<file path="src/rtl/deskew_pkg.sv">
package deskew_pkg;

    localparam int unsigned CODE_W_DEF   = 7;
    localparam int unsigned FINE_W_DEF   = 4;
    localparam int unsigned DIV_DEF      = 4;
    localparam int unsigned SYNC_DEF     = 2;
    localparam int unsigned LOCK_ALT_DEF = 8;

    typedef enum logic {
        DIR_UP = 1'b0,
        DIR_DN = 1'b1
    } step_dir_e;

    typedef struct packed {
        logic      valid;
        step_dir_e dir;
    } step_req_t;

    function automatic step_dir_e dir_from_pd(input logic lag);
        return lag ? DIR_DN : DIR_UP;
    endfunction

endpackage

</file>
<file path="src/rtl/sample_divider.sv">
module sample_divider #(
    parameter int unsigned DIV = 4
) (
    input  logic clk,
    input  logic rst,
    output logic tick
);
    localparam int unsigned CNT_W = (DIV > 1) ? $clog2(DIV) : 1;
    localparam logic [CNT_W-1:0] LAST = CNT_W'(DIV - 1);

    logic [CNT_W-1:0] phase_q;

    always_ff @(posedge clk) begin
        if (rst) begin
            phase_q <= '0;
        end else if (phase_q == LAST) begin
            phase_q <= '0;
        end else begin
            phase_q <= phase_q + 1'b1;
        end
    end

    assign tick = (phase_q == LAST);
endmodule

</file>
<file path="src/rtl/bit_sync.sv">
module bit_sync #(
    parameter int unsigned STAGES = 2
) (
    input  logic clk,
    input  logic rst,
    input  logic d,
    output logic q
);
    logic [STAGES-1:0] chain_q;

    generate
        if (STAGES == 1) begin : g_one
            always_ff @(posedge clk) begin
                if (rst) chain_q <= '0;
                else     chain_q <= d;
            end
        end else begin : g_many
            always_ff @(posedge clk) begin
                if (rst) chain_q <= '0;
                else     chain_q <= {chain_q[STAGES-2:0], d};
            end
        end
    endgenerate

    assign q = chain_q[STAGES-1];
endmodule

</file>
<file path="src/rtl/step_counter.sv">
module step_counter
    import deskew_pkg::*;
#(
    parameter int unsigned CODE_W = 7
) (
    input  logic              clk,
    input  logic              rst,
    input  step_req_t         req,
    output logic [CODE_W-1:0] code
);
    localparam logic [CODE_W-1:0] MID  = CODE_W'(1) << (CODE_W - 1);
    localparam logic [CODE_W-1:0] CMAX = '1;
    localparam logic [CODE_W-1:0] CMIN = '0;

    logic [CODE_W-1:0] code_q;

    always_ff @(posedge clk) begin
        if (rst) begin
            code_q <= MID;
        end else if (req.valid) begin
            if (req.dir == DIR_UP && code_q != CMAX) begin
                code_q <= code_q + 1'b1;
            end else if (req.dir == DIR_DN && code_q != CMIN) begin
                code_q <= code_q - 1'b1;
            end
        end
    end

    assign code = code_q;
endmodule

</file>
<file path="src/rtl/lock_detector.sv">
module lock_detector
    import deskew_pkg::*;
#(
    parameter int unsigned LOCK_ALT = 8
) (
    input  logic      clk,
    input  logic      rst,
    input  step_req_t req,
    output logic      locked
);
    localparam int unsigned ALT_W = $clog2(LOCK_ALT + 1);
    localparam logic [ALT_W-1:0] LIMIT = ALT_W'(LOCK_ALT);

    logic [ALT_W-1:0] alt_q;
    logic             seen_q;
    step_dir_e        prev_q;
    logic             lock_q;

    always_ff @(posedge clk) begin
        if (rst) begin
            alt_q  <= '0;
            seen_q <= 1'b0;
            prev_q <= DIR_UP;
            lock_q <= 1'b0;
        end else if (req.valid) begin
            seen_q <= 1'b1;
            prev_q <= req.dir;
            if (seen_q && req.dir != prev_q) begin
                if (alt_q != LIMIT) alt_q <= alt_q + 1'b1;
                lock_q <= (alt_q >= LIMIT - 1'b1);
            end else begin
                alt_q  <= '0;
                lock_q <= 1'b0;
            end
        end
    end

    assign locked = lock_q;
endmodule

</file>
<file path="src/rtl/code_splitter.sv">
module code_splitter #(
    parameter int unsigned CODE_W = 7,
    parameter int unsigned FINE_W = 4
) (
    input  logic [CODE_W-1:0]          code,
    output logic [CODE_W-FINE_W-1:0]   bin_out,
    output logic [(1<<FINE_W)-2:0]     therm_out
);
    localparam int unsigned THERM_W = (1 << FINE_W) - 1;

    logic [FINE_W-1:0] fine;
    assign fine    = code[FINE_W-1:0];
    assign bin_out = code[CODE_W-1:FINE_W];

    generate
        for (genvar i = 0; i < THERM_W; i++) begin : g_therm
            assign therm_out[i] = (fine > FINE_W'(i));
        end
    endgenerate
endmodule

</file>
<file path="src/rtl/deskew_step_ctrl.sv">
module deskew_step_ctrl
    import deskew_pkg::*;
#(
    parameter int unsigned CODE_W   = CODE_W_DEF,
    parameter int unsigned FINE_W   = FINE_W_DEF,
    parameter int unsigned DIV      = DIV_DEF,
    parameter int unsigned SYNC     = SYNC_DEF,
    parameter int unsigned LOCK_ALT = LOCK_ALT_DEF
) (
    input  logic                     clk,
    input  logic                     rst,
    input  logic                     enable,
    input  logic                     pd_lag,
    output logic [CODE_W-1:0]        dly_code,
    output logic [CODE_W-FINE_W-1:0] coarse_bin,
    output logic [(1<<FINE_W)-2:0]   fine_therm,
    output logic                     locked
);
    logic      tick;
    logic      lag_sync;
    step_req_t req;

    sample_divider #(.DIV(DIV)) u_div (
        .clk  (clk),
        .rst  (rst),
        .tick (tick)
    );

    bit_sync #(.STAGES(SYNC)) u_sync (
        .clk (clk),
        .rst (rst),
        .d   (pd_lag),
        .q   (lag_sync)
    );

    always_comb begin
        req.valid = tick & enable;
        req.dir   = dir_from_pd(lag_sync);
    end

    step_counter #(.CODE_W(CODE_W)) u_cnt (
        .clk  (clk),
        .rst  (rst),
        .req  (req),
        .code (dly_code)
    );

    lock_detector #(.LOCK_ALT(LOCK_ALT)) u_lock (
        .clk    (clk),
        .rst    (rst),
        .req    (req),
        .locked (locked)
    );

    code_splitter #(.CODE_W(CODE_W), .FINE_W(FINE_W)) u_split (
        .code      (dly_code),
        .bin_out   (coarse_bin),
        .therm_out (fine_therm)
    );
endmodule

</file>
<file path="config.mk">
export PLATFORM = sky130hd
export DESIGN_NAME = deskew_step_ctrl
export DESIGN_NICKNAME = d
export VERILOG_FILES = /design/src/rtl/deskew_pkg.sv /design/src/rtl/sample_divider.sv /design/src/rtl/bit_sync.sv /design/src/rtl/step_counter.sv /design/src/rtl/lock_detector.sv /design/src/rtl/code_splitter.sv /design/src/rtl/deskew_step_ctrl.sv
export SDC_FILE = /design/constraint.sdc
export NUM_CORES = 1
export LEC_CHECK = 0
export ABC_AREA = 1
export BUFFER_PORTS_ARGS = -buffer_cell sky130_fd_sc_hd__buf_2
export CAP_MARGIN = 30
export CORE_ASPECT_RATIO = 2
export CORE_MARGIN = 1
export CORE_UTILIZATION = 24
export DETAILED_ROUTE_END_ITERATION = 7
export PLACE_DENSITY = 0.44
export SYNTH_ARGS = -nofsm -noshare
export SYNTH_HDL_FRONTEND = slang
export SYNTH_SLANG_ARGS = --single-unit
</file>
<file path="constraint.sdc">
create_clock -name clk -period 1.66 [get_ports clk]
set_input_delay 0.083 -clock clk [delete_from_list [all_inputs] [get_ports clk]]
set_output_delay 0.083 -clock clk [all_outputs]
set_load 0.01 [all_outputs]
</file>
[Word-level counts from Yosys, hierarchy flattened]
Index checks and enable logic that the tools add are counted.
Operators by class
  add/subtract/negate cells: 4
  $lt $le $gt $ge: 16
  equality and inequality tests: 5
  mux-type cells: 6
  bitwise gates (word level): 2
  reductions and logical operators: 8
Operator list (count)
  $gt A4 B4 Y1 const B: 7
  $gt A4 B3 Y1 const B: 4
  $mux W7: 2
  $gt A4 B1 Y1 const B: 2
  $gt A4 B2 Y1 const B: 2
  $mux W4: 2
  $add A7 B1 Y7 const B: 1
  $ne A7 B7 Y1 const B: 1
  $reduce_bool A7 Y1: 1
  $sub A7 B1 Y7 const B: 1
  $add A4 B1 Y4 const B: 1
  $ge A4 B3 Y1 const B: 1
  $ne A4 B4 Y1 const B: 1
  $reduce_and A2 Y1: 2
  $logic_and A1 B1 Y1: 3
  $add A2 B1 Y2 const B: 1
  $eq A2 B2 Y1 const B: 1
  $mux W1: 2
  $ne A2 B2 Y1 const B: 1
  $reduce_bool A2 Y1: 1
  $reduce_or A2 Y1: 1
  $and A1 B1 Y1: 1
  $ne A1 B1 Y1: 1
  $not A1 Y1: 1
Storage, ports and cells
  flip-flop bits (word level): 18
  bits of input ports: 4
  output and inout port bits: 26
  word-level logic and storage cells: 48

[Longest topological paths before layout]
  word-level depth: 5
  depth in mapped cells: 14

[Modules after synthesis]
Synthesis repeated with hierarchy kept, for this count alone.
Unflattened totals
  cell total of the unflattened synthesis: 199
  area, all modules: 1268.7 um2
By module, submodules not included
  step_counter: times used 1, cells each 102, area each 621.8 um2
  lock_detector: times used 1, cells each 51, area each 371.6 um2
  code_splitter: times used 1, cells each 29, area each 137.6 um2
  sample_divider: times used 1, cells each 9, area each 75.1 um2
  bit_sync: times used 1, cells each 6, area each 55.1 um2
  deskew_step_ctrl: times used 1, cells each 2, area each 7.5 um2

[Worst setup path before layout]
No wires, ideal clock.
  path type: flip-flop to flip-flop
  start point: reg u_cnt.code_q[0], in the netlist u_cnt.code[0]
  end point: reg u_cnt.code_q[6], in the netlist u_cnt.code[6]
  setup time: 0.123 ns
  data arrival time: 1.905 ns
  required time: 1.537 ns
  path slack: -0.368 ns
  cell stages (with the launch flop): 14
  path buffers: 0
  period minus slack after synthesis: 2.028 ns
  cells stage by stage: dfxtp_1 > nand2_1 > nor2_2 > nand2_2 > nand2_1 > ha_1 > nand2_1 > nand2_1 > nand3_1 > nand2_1 > nand2_1 > nand3_1 > nand2_1 > nand3_1
On the way
  cells in the longest elaborated chain, start to end: 4
  elaborated cells on any way between the ends: 10
RTL lines
  start, declared: RTL line step_counter.sv:15  | logic [CODE_W-1:0] code_q;
  start signal, assigned: RTL line step_counter.sv:22  | code_q <= code_q + 1'b1;
  start signal, assigned: RTL line step_counter.sv:24  | code_q <= code_q - 1'b1;
  branches (longest 4 deep; another with $sub A7 B1 Y7)
Several ways; the timed one is not identified. The select of a mux whose other input is x is not followed.
A chain may end at the register's enable or synchronous reset.

[Final worst setup path]
  start point: reg u_cnt.code_q[1], in the netlist u_cnt.code[1]
  end point: reg u_cnt.code_q[6], in the netlist u_cnt.code[6]
The elaborated chain is that of the path after synthesis.

==> flow_summary.yaml <==
cts:
  insertion_delay_ns: 0.26
  hold_buffers: 0
  cts-root-buf: "clkbuf_8"
  cts.htree.levels: 1
  cts.sinks: 18
  clk_pin_slew_ns: 0.07
  clockBufferDepth: 2
  cts_tree: "yes"
  numCtsBuffers: 3
logic_synthesis:
  syn_area_per_cell_sq_um: 6.75
  synth_area_leaders: "dfxtp_1, nand2_1, inv_1, ha_1, nor2_1"
  syn_nets: 181
  yosysWarningCount: 0
  synthesis.instances: 168
  synth-seq-cells: 18
  synth.distinct_cells: 24
  synth_top_area_share_pct: 31.8
  yosysTopAreaCell: "dfxtp_1"
  synth_area_sq_mm: 0.00113
  ys_seq_area_share_pct: 31.8
global_routing:
  grt-ovfl-total: 0
  grt_pass1_vias: 1102
  antenna_found_initial: 0
  grt_pass1_wl_um: 4890
  grt_max_degree: 14
  track_usage_pct: 13.0
timing:
  skew_ns: 0.00211
  timing.final.ws_setup_ns: -0.0168
  fin_crit_ns: 1.68
  clock.fmax_mhz: 596
  setup_viol: 2
  fin_crit_sh_pct: 101
  rsz0062_at_grt: "true"
  drv_slew: 0
  hold_viol: 0
  max_slew_margin_pct: 82.0
  max_slew.worst_pin.slew_ns: 0.270
place:
  post-place-cells: 263
  io_buffers: 29
  dp_hpwl_um: 2470
  place.gp.congestion: 0.766
final_layout:
  final_core_util_pct: 36.4
  fillers: 529
  final_nets: 230
  syn_to_final_growth_pct: 46.1
  layout-drive-gt1-share_pct: 38.9
  diodes: 0
  stdcell_count: 271
worst_setup_path:
  cp_max_fo: 7
  cp.arrival_ns: 1.82
  cp.required_ns: 1.80
  endpoint_kind: "flip-flop"
  path_class: "flip-flop to flip-flop"
  start_kind: "flip-flop"
min_path:
  hp-class: "input port to flip-flop"
power:
  p_seq_share_pct: 44.7
  p_int_uw: 746
  peakVddDrop_mv: 0.249
  p_leak_uw: 0.000861
  power_per_cell_area_mw_per_mm2: 621
  switchingPower_uw: 282
  pwr-share-clk_pct: 35.9
  pwr-share-comb_pct: 19.4
  p_sw_share_pct: 27.4
detailed_routing:
  drt_iter0_markers: 24
  ant_nets: 0
  drt_first_pass_iters: 4
  vias_per_cell: 4.45
  wl_per_cell_um: 11.3
  routed_wl_um: 3050
  drc_errors: 0
  dr_total_vias: 1207
outcome:
  violations: "negative setup slack"
  status: "finished with violations"
run:
  drv_cap: 0
floorplan:
  boundaryPins: 30
  core-area_sq_mm: 0.00455
  start_util_pct: 24.9
  die_w_um: 50.6
  die_h_um: 99.2
  row_count: 35
  die_area_sq_mm: 0.00502
[routing by layer]
metal	vias to the layer above	global-route usage [%]	wire, um
met5	-	0	0
met4	0	6.62	62
met3	5	1.53	97
met2	23	25.3	1750
met1	546	12.8	1150
li1	633	-	-
[critical path, stage by stage (launching register included)]
cell and delay, ns:
dfxtp_4 0.35, nand2_4 0.07, nor2_4 0.05, nand2_4 0.09, nand2_8 0.09, fa_2 0.38, nand2_2 0.08, nand2_2 0.06
nand3_2 0.06, nand2_1 0.05, nand2_1 0.08, nand3_1 0.07, nand2_1 0.07, nand3_1 0.05
[layout make-up]
type                    count  area [sq um]  area share (%)
multi-input cells         118           758            45.8
flip-flops and latches     18           378            22.8
repair buffers             49           295            17.8
inverters                  27           101            6.12
well taps                  55          68.8            4.15
clock buffers               4          55.1            3.32
[cells in the final DEF (no fill, tap or decap), types with 2 or more instances in the layout]
cell type	count
o21ai_0	7
nor2_1	19
buf_4	20
nand3_1	5
inv_1	25
inv_2	2
dfxtp_1	12
ha_4	4
a21oi_1	11
clkbuf_8	4
nand2_1	32
a21oi_2	2
ha_1	4
nand2_2	3
nand4_1	3
nand2_4	4
dfxtp_2	2
xor2_1	2
buf_2	29
nor3b_1	2
nand3_2	2
o21ai_1	6
dfxtp_4	4
nor3_1	2
[worst paths after layout]
kind / from / end / slack (ns) / cells after the start
max reg2reg: u_cnt.code[1]$_SDFFE_PP0P_ / u_cnt.code[6]$_SDFFE_PP1P_ / -0.02 / 13
min: pd_lag / u_sync.chain_q[0]$_SDFF_PP0_ / 0.03 / 3
max: u_cnt.code[1]$_SDFFE_PP0P_ / u_cnt.code[6]$_SDFFE_PP1P_ / -0.02 / 13
min reg2reg: u_sync.chain_q[0]$_SDFF_PP0_ / u_sync.chain_q[1]$_SDFF_PP0_ / 0.40 / 2
[Yosys cell counts]
master         count
a21oi_1           13
a311oi_1           1
a31oi_1            1
buf_4              3
buf_6              1
dfxtp_1           18
dlygate4sd1_1      1
fa_1               1
ha_1               8
inv_1             27
nand2_1           38
nand2_2            2
nand3_1            6
nand3_2            1
nand4_1            3
nor2_1            20
nor2_2             1
nor3_1             3
nor3b_1            2
o21ai_0            7
o21ai_1            6
o21ai_2            1
or2_2              2
xor2_1             2
[power by group through the flow]
| stage | registers, uW | logic [uW] | clock network [uW] |
|---|---|---|---|
| after global routing | 461 | 223 | 400 |
| after floorplan | 480 | 111 | 0 |
| after CTS | 460 | 201 | 380 |
| after global placement | 469 | 196 | 0 |
| final | 459 | 200 | 369 |
| after detailed placement | 469 | 196 | 0 |
[cells by family (layout without fill, tap and decap cells)]
family	after synthesis	in the layout	synth area share, %
fa+ha+maj	9	9	10.6
simple gates	78	78	29.8
compound gates	29	29	13.6
xor+xnor	2	2	1.55
buf+inv	32	80	12.7
flops	18	18	31.8
[metrics by stage]
stage | setup TNS (ns) | instance area (sq um) | power [uW] | setup WS (ns) | hold slack, ns
floorplan | -0.0406 | 1240 | 591 | -0.0300 | 0.152
global placement | -0.240 | 1530 | 666 | -0.111 | 0.296
detailed placement | -0.262 | 1530 | 665 | -0.122 | 0.304
CTS | -0.0321 | 1630 | 1040 | -0.0321 | 0.0274
global route | -0.258 | 1660 | 1080 | -0.105 | 0.0436
finish | -0.0333 | 1660 | 1030 | -0.0168 | 0.0295
[sequential cells by signal, indices dropped and copies added, names as in the netlist]
register	count
u_sync.chain_q	2
u_cnt.code	7
u_lock.alt_q	4
u_lock.prev_q	1
u_lock.seen_q	1
u_lock.locked	1
u_div.phase_q	2
[repair_timing]
| item | 4_1_cts | 5_1_grt |
|---|---|---|
| pin swaps | 6 | 4 |
| buffers inserted | 3 | 1 |
| setup endpoints to repair | 4 | 6 |
| gates cloned | 0 | 0 |
| resized for setup | 6 | 4 |
No activity file was read; power rests on OpenSTA's default activity.
